<file path="src/rtl/irqbank_pkg.sv">
// Shared definitions for the banked interrupt steering unit.
// Assumes a byte-addressed window of 16-byte banks with one 4-byte word per CPU.
package irqbank_pkg;
    localparam int BANK_BYTES = 16;
    localparam int WORD_BYTES = 4;
    localparam int MAX_CPUS   = BANK_BYTES / WORD_BYTES;

    // Register bank selected by the bank bits of the offset (order fixed by the map)
    typedef enum logic [1:0] {
        BANK_CAUSE = 2'd0,
        BANK_EMASK = 2'd1,
        BANK_LMASK = 2'd2,
        BANK_NONE  = 2'd3
    } bank_e;
endpackage

</file>
<file path="src/rtl/irqbank_decode.sv">
// Offset decoder: splits a byte offset into bank and CPU index and flags
// whether it names an implemented register.
// Assumes ADDR_W >= 6 and NUM_CPUS <= MAX_CPUS.
module irqbank_decode
    import irqbank_pkg::*;
#(
    parameter int ADDR_W   = 6,
    parameter int NUM_CPUS = 4
) (
    input  logic [ADDR_W-1:0] addr,
    output bank_e             bank,
    output logic [1:0]        cpu,
    output logic              hit
);
    // Decode bank, CPU and validity of the offset
    always_comb begin
        bank = bank_e'(addr[5:4]);
        cpu  = addr[3:2];
        hit  = (addr[1:0] == 2'b00)
             && ((addr >> 6) == '0)
             && (bank != BANK_NONE)
             && (int'(cpu) < NUM_CPUS);
    end
endmodule

</file>
<file path="src/rtl/irqbank_cpu_slice.sv">
// One CPU's register bank: latched edge causes, edge mask, level mask and
// the grouped request outputs.
// Assumes edge_evt is a one-cycle pulse from the pad logic and that
// NUM_LINES is a multiple of GROUP_LINES.
module irqbank_cpu_slice #(
    parameter int NUM_LINES   = 32,
    parameter int GROUP_LINES = 8,
    localparam int NUM_GROUPS = NUM_LINES / GROUP_LINES
) (
    input  logic                  clk,
    input  logic                  rst_n,
    input  logic [NUM_LINES-1:0]  edge_evt,
    input  logic [NUM_LINES-1:0]  level_in,
    input  logic                  wr_cause,
    input  logic                  wr_emask,
    input  logic                  wr_lmask,
    input  logic [NUM_LINES-1:0]  wdata,
    output logic [NUM_LINES-1:0]  cause_q,
    output logic [NUM_LINES-1:0]  emask_q,
    output logic [NUM_LINES-1:0]  lmask_q,
    output logic [NUM_GROUPS-1:0] grp_irq
);
    logic [NUM_LINES-1:0] line_req;

    // Cause latch: write-zero clears, a new edge always wins
    always_ff @(posedge clk) begin
        if (!rst_n)
            cause_q <= '0;
        else if (wr_cause)
            cause_q <= (cause_q & wdata) | edge_evt;
        else
            cause_q <= cause_q | edge_evt;
    end

    // Mask registers loaded by full-word writes
    always_ff @(posedge clk) begin
        if (!rst_n) begin
            emask_q <= '0;
            lmask_q <= '0;
        end else begin
            if (wr_emask) emask_q <= wdata;
            if (wr_lmask) lmask_q <= wdata;
        end
    end

    // Per-line request from level and latched edge paths
    always_comb line_req = (level_in & lmask_q) | (cause_q & emask_q);

    // One OR tree per group of lines
    for (genvar g = 0; g < NUM_GROUPS; g++) begin : g_grp
        assign grp_irq[g] = |line_req[g*GROUP_LINES +: GROUP_LINES];
    end


    edge_sets_cause_chk: assert property (@(posedge clk) disable iff (!rst_n)
        (edge_evt != '0) |=> ((cause_q & $past(edge_evt)) == $past(edge_evt)));


    cause_no_spurious_set_chk: assert property (@(posedge clk) disable iff (!rst_n)
        (edge_evt == '0) |=> ((cause_q & ~$past(cause_q)) == '0));


    cause_hold_chk: assert property (@(posedge clk) disable iff (!rst_n)
        (!wr_cause && edge_evt == '0) |=> $stable(cause_q));


    masked_quiet_chk: assert property (@(posedge clk) disable iff (!rst_n)
        (emask_q == '0 && lmask_q == '0) |-> (grp_irq == '0));
endmodule

</file>
<file path="src/rtl/irqbank_unit.sv">
// Top of the banked interrupt steering unit: decodes the register port,
// replicates one register slice per CPU and packs group requests CPU-major.
// Assumes a single-cycle write strobe and a combinational read.
module irqbank_unit
    import irqbank_pkg::*;
#(
    parameter int NUM_LINES   = 32,
    parameter int NUM_CPUS    = 4,
    parameter int GROUP_LINES = 8,
    parameter int ADDR_W      = 6,
    localparam int NUM_GROUPS = NUM_LINES / GROUP_LINES,
    localparam int IRQ_W      = NUM_CPUS * NUM_GROUPS
) (
    input  logic                 clk,
    input  logic                 rst_n,
    input  logic [NUM_LINES-1:0] edge_evt,
    input  logic [NUM_LINES-1:0] level_in,
    input  logic                 bus_we,
    input  logic [ADDR_W-1:0]    bus_addr,
    input  logic [NUM_LINES-1:0] bus_wdata,
    output logic [NUM_LINES-1:0] bus_rdata,
    output logic [IRQ_W-1:0]     irq_out
);
    bank_e      sel_bank;
    logic [1:0] sel_cpu;
    logic       sel_hit;

    logic [NUM_CPUS-1:0][NUM_LINES-1:0] cause_all;
    logic [NUM_CPUS-1:0][NUM_LINES-1:0] emask_all;
    logic [NUM_CPUS-1:0][NUM_LINES-1:0] lmask_all;

    irqbank_decode #(.ADDR_W(ADDR_W), .NUM_CPUS(NUM_CPUS)) u_dec (
        .addr (bus_addr),
        .bank (sel_bank),
        .cpu  (sel_cpu),
        .hit  (sel_hit)
    );

    for (genvar c = 0; c < NUM_CPUS; c++) begin : g_cpu
        logic this_cpu;
        assign this_cpu = bus_we && sel_hit && (int'(sel_cpu) == c);

        irqbank_cpu_slice #(.NUM_LINES(NUM_LINES), .GROUP_LINES(GROUP_LINES)) u_slice (
            .clk      (clk),
            .rst_n    (rst_n),
            .edge_evt (edge_evt),
            .level_in (level_in),
            .wr_cause (this_cpu && sel_bank == BANK_CAUSE),
            .wr_emask (this_cpu && sel_bank == BANK_EMASK),
            .wr_lmask (this_cpu && sel_bank == BANK_LMASK),
            .wdata    (bus_wdata),
            .cause_q  (cause_all[c]),
            .emask_q  (emask_all[c]),
            .lmask_q  (lmask_all[c]),
            .grp_irq  (irq_out[c*NUM_GROUPS +: NUM_GROUPS])
        );
    end

    // Read mux over the addressed bank and CPU
    always_comb begin
        bus_rdata = '0;
        if (sel_hit) begin
            case (sel_bank)
                BANK_CAUSE: bus_rdata = cause_all[sel_cpu];
                BANK_EMASK: bus_rdata = emask_all[sel_cpu];
                BANK_LMASK: bus_rdata = lmask_all[sel_cpu];
                default:    bus_rdata = '0;
            endcase
        end
    end


    unmapped_read_zero_chk: assert property (@(posedge clk) disable iff (!rst_n)
        (!sel_hit) |-> (bus_rdata == '0));


    unmapped_write_ignored_chk: assert property (@(posedge clk) disable iff (!rst_n)
        (bus_we && !sel_hit) |=> ($stable(emask_all) && $stable(lmask_all)));


    reset_clears_chk: assert property (@(posedge clk)
        (!rst_n) |=> (cause_all == '0 && emask_all == '0 && lmask_all == '0));
endmodule

</file>
<file path="config.mk">
export PLATFORM = sky130hd
export DESIGN_NAME = irqbank_unit
export DESIGN_NICKNAME = d
export VERILOG_FILES = /design/src/rtl/irqbank_pkg.sv /design/src/rtl/irqbank_decode.sv /design/src/rtl/irqbank_cpu_slice.sv /design/src/rtl/irqbank_unit.sv
export SDC_FILE = /design/constraint.sdc
export NUM_CORES = 1
export LEC_CHECK = 0
export BUFFER_PORTS_ARGS = -buffer_cell sky130_fd_sc_hd__buf_2
export CAP_MARGIN = 10
export CORE_UTILIZATION = 40
export CTS_CLUSTER_DIAMETER = 120
export DETAILED_ROUTE_END_ITERATION = 6
export PLACE_DENSITY_LB_ADDON = 0.1
export SYNTH_ARGS = -nofsm -noshare
export SYNTH_HDL_FRONTEND = slang
export SYNTH_SLANG_ARGS = --single-unit
</file>
<file path="constraint.sdc">
create_clock -name clk -period 4.4 [get_ports clk]
set_clock_uncertainty 0.05 [all_clocks]
set_input_delay 0.66 -clock clk [delete_from_list [all_inputs] [get_ports clk]]
set_output_delay 0.66 -clock clk [all_outputs]
set_load 0.05 [all_outputs]
</file>
==> results of run 1 <==
-- where the power goes --
part	switching, mW	internal (mW)
Sequential	0.0975	3.57
Clock	1.57	2.28
Combinational	0.646	0.312
Total	2.31	6.17
-- metrics by stage --
stage | utilization, % | cell area [sq um]
final | 46.2 | 22300
after global routing | 46.2 | 22200
after CTS | 46.2 | 22200
after detailed placement | 43.1 | 20800
after global placement | 43.1 | 20800
after floorplan | - | 19700
-- critical path, delay by kind of cell --
kind,cells,cell delay [ns]
AOI/OAI and AO/OA,1,0.43
buffers and inverters,3,1.29
muxes,1,0.26
and+or+nand+nor,1,0.04
-- flip-flops by register name, summed over array words and instances (netlist names) --
register / flops
g_cpu.u_slice.cause_q: 128
g_cpu.u_slice.lmask_q: 128
g_cpu.u_slice.emask_q: 128
-- worst max-delay path by stage --
stage           startpoint             to  cells past startpoint  slack [ns]
3_5_place_dp   bus_addr[3]   bus_rdata[6]                      6        0.96
5_1_grt        bus_addr[3]  bus_rdata[24]                      6        0.84
2_1_floorplan  bus_addr[3]  bus_rdata[10]                      6        0.85
4_1_cts        bus_addr[3]   bus_rdata[6]                      6        0.96
3_3_place_gp   bus_addr[3]   bus_rdata[6]                      6        0.99
6_report       bus_addr[3]   bus_rdata[6]                      6        0.92
-- cell families after synthesis --
group,count (synthesis)
and+or+nand+nor,391
AOI/OAI and AO/OA,960
buffers and inverters,288
muxes,128
DFF,384
-- placed cells by master (no fill, tap or decap), drive strengths merged, types with 2 or more instances in the layout --
master and n:
nor2b 2, nand3 129, bufinv 3, a21oi 256
or4b 2, and3b 2, dfxtp 384, o31a 128
nand3b 2, nand4 144, nor2 33, clkbuf 67
clkinv 8, o22ai 32, nand2b 3, or2 33
inv 4, buf 200, o21ai 128, nand2 34
o31ai 160, o21a 128, mux2 64, mux4 64
nor4b 2, a221oi 64, a22o 64
-- layout make-up --
type,instances,area share [%]
tap,656,3.69
timing repair buffer,200,5.89
clock buffer,67,6.03
sequential,384,34.5
inverter,2,0.0787
clock inverter,14,0.697
multi-input combinational,1479,49.1
antenna,1,0.0112
-- per-layer routing --
layer  vias to the layer above  share of wire [%]  GRT usage [%]
li1                       8370                  -              -
met1                      9727                 42           43.8
met2                      1036                 46           48.9
met3                       146                9.0           5.46
met4                         0                3.0           10.8
met5                         -                  0              0
==> reports/results.ini, run 1 <==
[floorplan]
chipWidth_um=224
floorplan.rows=80
die_outline_area_sq_um=50100
design.portCount=153
die_h_um=224
initial_core_utilization_pct=40.9
core-area_sq_um=48100

[route]
first_pass_iters=7
drt.antenna.violating_nets=0
totalWireLength_mm=80.2
detail_route.vias_per_cell=6.88
detail_route.iter0.violations=2303
wl_per_cell_um=28.6
drc_violation_count_after_routing=1
via_count=19300

[synthesis]
synth_adder_area_share_pct=0
synthFlopType=sky130_fd_sc_hd__dfxtp_1
synth.distinct_cells=35
syn_inst=2151
number_of_flops_mapped_to_enable_cells_by_yosys=0
mappedNetlistNets=2256
synth.ff_latch_count=384
synth_simple_gate_area_share_pct=10.9
synth_common_cells=sky130_fd_sc_hd__dfxtp_1 (384), sky130_fd_sc_hd__a21oi_1 (256), sky130_fd_sc_hd__clkbuf_1 (227)
largest_family_of_logic_cells_by_synthesized_area=compound AO/OA/AOI/OAI gates
synth-xor-area-share_pct=0
synth_top_area_share_pct=39.0
yosys.cell_count.top_type=sky130_fd_sc_hd__dfxtp_1
async_reset_ff_share_pct=0
muxShareOfSynthArea_pct=11.0
synth-seq-area-share_pct=39.0
total_standard_cell_area_after_synthesis_sq_um=19700
synth_top_cells_by_area=sky130_fd_sc_hd__dfxtp_1 (39%), sky130_fd_sc_hd__mux4_2 (7.3%), sky130_fd_sc_hd__a21oi_1 (6.5%), sky130_fd_sc_hd__o31ai_1 (6.1%), sky130_fd_sc_hd__o31a_1 (5.7%)
synth.avg_cell_area_sq_um=9.16
yosysWarnings=0
synthDominantAreaCellType=sky130_fd_sc_hd__dfxtp_1
synth_compound_area_share_pct=33.1

[setup_path]
path_class=in2out
worst_ep_arrival_time_ns=2.77
critPathSlowestCell=sky130_fd_sc_hd__buf_6
critPathMaxStageDelay_ns=0.62
worstSetupStartpointType=input pin
worstPathRequired_ns=3.69
worst_reg_to_reg_setup_slack_ns=3.54
crit-reg2reg-launch=g_cpu[3].u_slice.lmask_q[18]$_SDFFE_PN0P_
timing.rr.end=g_cpu[3].u_slice.lmask_q[18]$_SDFFE_PN0P_
timing.critical_path.to_type=output port
reg2regPathDepth=2
worstPathCellList=buf_6 > buf_12 > mux4_2 > nor2_1 > o31ai_1 > buf_2
worstPathMaxFanout=68

[clocking]
postCtsHoldBufs=0
cts_tree=done
clock_transition_time_at_the_flip_flop_clock_pins_of_the_worst_setup_and_hold_paths_ns=0.06
htree_num_levels=2
cts_num_sinks=384
cts_max_path_buffers=3
cts_buffers=45
cts_resized=0
cts.root.buffer_cell=sky130_fd_sc_hd__clkbuf_16
postCtsSetupRepairBufs=0
insertion_delay_ns=0.59

[placed_design]
hpwlAfterDp_mm=49.1
port_buffer_count=152
dpl_cells=2721
place.gp.congestion=0.900
pre_cts_slack_ns=0.962

[outcome]
failing_checks=DRC
outcome=complete, but fails checks

[power]
finalPower_mw=8.47
max-vdd-ir-drop_mv=0.269
power_density_nw_per_um2=381
power.static_leakage_nw=7.36

[layout]
final_layout_size_suffix_gt1_share_pct=20.9
num-fill-cells=4589
layout.cells.non_filler=2803
area_delta_synth_final_pct=13.0
fin_nets=2217
multiInputGateArea_sq_um=10900
layout.area.seq_sq_um=7690

[global_routing]
first_pass_grt_wire_length_mm=121
number_of_global_route_vias_before_repair=18300
overflow_left_after_global_routing=0
all_layer_gr_usage_pct=31.4
grt_max_degree=154
antenna_violations_before_repair=1

[timing]
finalSetupViolations=0
final.setup.worst_slack_ns=0.922
fmax_ghz=0.288
tightestPinTransition_ns=1.20
hold-worst-slack_ns=0.271
final_min_period_over_clock_period_pct=79.0
final_hold_viol_count=0
setup_repair_after_global_routing_missed_its_margin=no
finalCriticalPeriod_ns=3.48
slew_headroom_pct=20.2
timing_max_transition_violations_final=0
fin_tns_setup_ns=0

[worst_hold_path]
whs_path_cells=2
worstHoldStart=edge_evt[27]
worst_hold_path_type=in2reg
capture_endpoint_of_the_worst_hold_path=g_cpu[1].u_slice.cause_q[27]$_SDFF_PN0_

[run]
drv_cap=0

Note: power is estimated with default switching activity, not from simulation.
==> run 2: changes to the inputs <==
clock period = 3 ns   (was 4.4 ns; I/O delays follow)
==> run 2 against run 1 <==
  * The flow now finishes without violations
  * Via count grew 1.3%
  * Routed wire length grew 1.6%
  * Sequential cell count is the same
  * Worst setup slack lost 0.65 ns
  * Sequential share of layout area shrank 0.86 points
  * Non-clock buffer count grew 33
  * Power grew 47%
  * Utilization grew 1.2 points
  * Final cell count grew 1.2%
==> reports/results.ini, run 2 (synthesis results as in run 1) <==
[power]
power.static_leakage_nw=7.63  ; +3.7%
max-vdd-ir-drop_mv=0.381  ; +42%
switching_fraction_pct=27.7  ; +0.44 points
clockPowerShare_pct=44.8  ; -0.6 points
p_int_mw=9.01  ; +46%
power_density_nw_per_um2=546  ; +43%
power.share.sequential_pct=43.2  ; about the same
p_sw_mw=3.45  ; +49%
power.combinational.fraction_pct=12.0  ; +0.7 points

[setup_path]
worstPathRequired_ns=2.50  ; -1.19 ns
worstSetupStartpointType=input pin
timing.critical_path.to_type=output port
worstPathMaxFanout=23  ; -66%
reg2regPathDepth=2  ; unchanged
worst_reg_to_reg_setup_slack_ns=2.13  ; -1.41 ns
worst_ep_arrival_time_ns=2.23  ; -0.54 ns
path_class=in2out

[layout]
num-fill-cells=4582  ; -0.15%
area_delta_synth_final_pct=15.9
final_core_util_pct=47.4  ; +1.2 points
reg.largest.list=g_cpu.u_slice.cause_q (128), g_cpu.u_slice.emask_q (128), g_cpu.u_slice.lmask_q (128)
final_layout_size_suffix_gt1_share_pct=23.5  ; +2.7 points
layout.cells.non_filler=2838  ; +1.2%
final_common_cell=sky130_fd_sc_hd__dfxtp_1
commonest_cells_after_routing_fill_and_taps_aside=sky130_fd_sc_hd__dfxtp_1 (384), sky130_fd_sc_hd__a21oi_1 (256), sky130_fd_sc_hd__buf_2 (147), sky130_fd_sc_hd__nand4_1 (144), sky130_fd_sc_hd__nand3_1 (129)
fin_nets=2251  ; +1.5%

[floorplan]
chipWidth_um=224  ; unchanged
die_h_um=224  ; unchanged
design.portCount=153  ; unchanged
floorplan.rows=80  ; unchanged
die_outline_area_sq_um=50100  ; unchanged
initial_core_utilization_pct=40.9  ; unchanged
core-area_sq_um=48100  ; unchanged

[timing]
finalCriticalPeriod_ns=2.73
timing_max_transition_violations_final=0  ; unchanged
tightestPinTransition_ns=1.25  ; +0.0485 ns
finalSetupViolations=0  ; unchanged
final_min_period_over_clock_period_pct=91.0
slew_headroom_pct=16.8  ; -3.4 points
fmax_ghz=0.366
final.setup.worst_slack_ns=0.269  ; -0.653 ns
fin_tns_setup_ns=0  ; unchanged
setup_repair_after_global_routing_missed_its_margin=no
final_hold_viol_count=0  ; unchanged

[outcome]
outcome=finished clean

[global_routing]
overflow_left_after_global_routing=0  ; unchanged
gr-max-usage-layer=met2
all_layer_gr_usage_pct=32.0  ; +0.54 points
grt_util_met1_pct=43.6  ; -0.19 points
first_pass_grt_wire_length_mm=123  ; +1.8%
number_of_global_route_vias_before_repair=18900  ; +3.2%
grt_max_degree=229  ; +49%
met3_usage_pct=6.10  ; +0.64 points
antenna_violations_before_repair=2  ; +1
use_met2_pct=49.9  ; +1.0 points

[route]
drc_violation_count_after_routing=0  ; -1
totalWireLength_mm=81.5  ; +1.6%
drt.antenna.violating_nets=0  ; unchanged
first_pass_iters=6  ; -1
wl_per_cell_um=28.7  ; +0.35%
via_count=19500  ; +1.3%
detail_route.iter0.violations=2445  ; +6.2%
detail_route.vias_per_cell=6.88  ; about the same

[worst_hold_path]
whs_path_cells=2  ; unchanged
worst_hold_path_type=in2reg

[clocking]
cts_max_path_buffers=3  ; unchanged
clock_transition_time_at_the_flip_flop_clock_pins_of_the_worst_setup_and_hold_paths_ns=0.06  ; about the same
cts_tree=done
cts_buffers=46  ; +2.2%
insertion_delay_ns=0.59  ; about the same
postCtsHoldBufs=0  ; unchanged
cts.root.buffer_cell=sky130_fd_sc_hd__clkbuf_16
cts_num_sinks=384  ; unchanged
htree_num_levels=2  ; unchanged
cts_resized=0  ; unchanged
postCtsSetupRepairBufs=0  ; unchanged

[placed_design]
place.gp.congestion=0.937  ; +4.1%
dpl_cells=2754  ; +1.2%
port_buffer_count=152  ; unchanged
pre_cts_slack_ns=0.299  ; -0.662 ns
hpwlAfterDp_mm=50.5  ; +2.9%

[run]
drv_cap=0  ; unchanged

[run 2: changes by cell type in the layout (fill, tap and decap cells not counted), sizes merged]
cell,previous run,this run
clkinv,8,9
clkinvlp,1,2
bufinv,3,2
diode,1,2
buf,200,233
inv,4,3
clkbuf,67,68
[run 2: layout make-up]
class                      instances  area (sq um)  area share (%)
sequential                       384          7690            33.7
antenna                            2          5.00          0.0219
tap                              656           821            3.60
multi-input combinational       1479         11100            48.5
clock buffer                      68          1350            5.89
clock inverter                    14           133           0.581
inverter                           2          17.5          0.0768
timing repair buffer             233          1740            7.60
[run 2: final timing paths]
path                                                   from                                         to
setup / recovery                                bus_addr[4]                               bus_rdata[4]
hold reg to reg   g_cpu[1].u_slice.lmask_q[26]$_SDFFE_PN0P_  g_cpu[1].u_slice.lmask_q[26]$_SDFFE_PN0P_
setup reg to reg  g_cpu[2].u_slice.lmask_q[10]$_SDFFE_PN0P_  g_cpu[2].u_slice.lmask_q[10]$_SDFFE_PN0P_
hold / removal                                  edge_evt[9]     g_cpu[3].u_slice.cause_q[9]$_SDFF_PN0_
[run 2: per-stage QoR]
step	hold slack, ns	area, sq um	power, mW
4_1_cts	0.0543	22800	12.5
2_1_floorplan	0.408	19900	6.33
6_report	0.0626	22800	12.5
3_5_place_dp	0.426	21300	6.95
3_3_place_gp	0.419	21300	6.93
5_1_grt	0.0778	22800	12.8
[run 2: power groups by stage]
stage | sequential, mW | combinational (mW) | clock [mW]
2_1_floorplan | 5.42 | 0.912 | 0
3_3_place_gp | 5.48 | 1.44 | 0
3_5_place_dp | 5.49 | 1.46 | 0
4_1_cts | 5.38 | 1.47 | 5.63
5_1_grt | 5.39 | 1.56 | 5.83
6_report | 5.38 | 1.49 | 5.59
[run 2: layer usage]
metal  up-vias  wire length [um]
met3       193              7450
met5         -                 0
met2      1059             37200
li1       8449                 -
met4         0              2740
met1      9833             34100
[run 2: worst max-delay path, stage by stage]
cell and delay (ns):
sky130_fd_sc_hd__buf_2 0.39, sky130_fd_sc_hd__nand2b_2 0.25, sky130_fd_sc_hd__buf_12 0.22, sky130_fd_sc_hd__o22ai_1 0.15
sky130_fd_sc_hd__o31ai_2 0.39, sky130_fd_sc_hd__buf_2 0.35
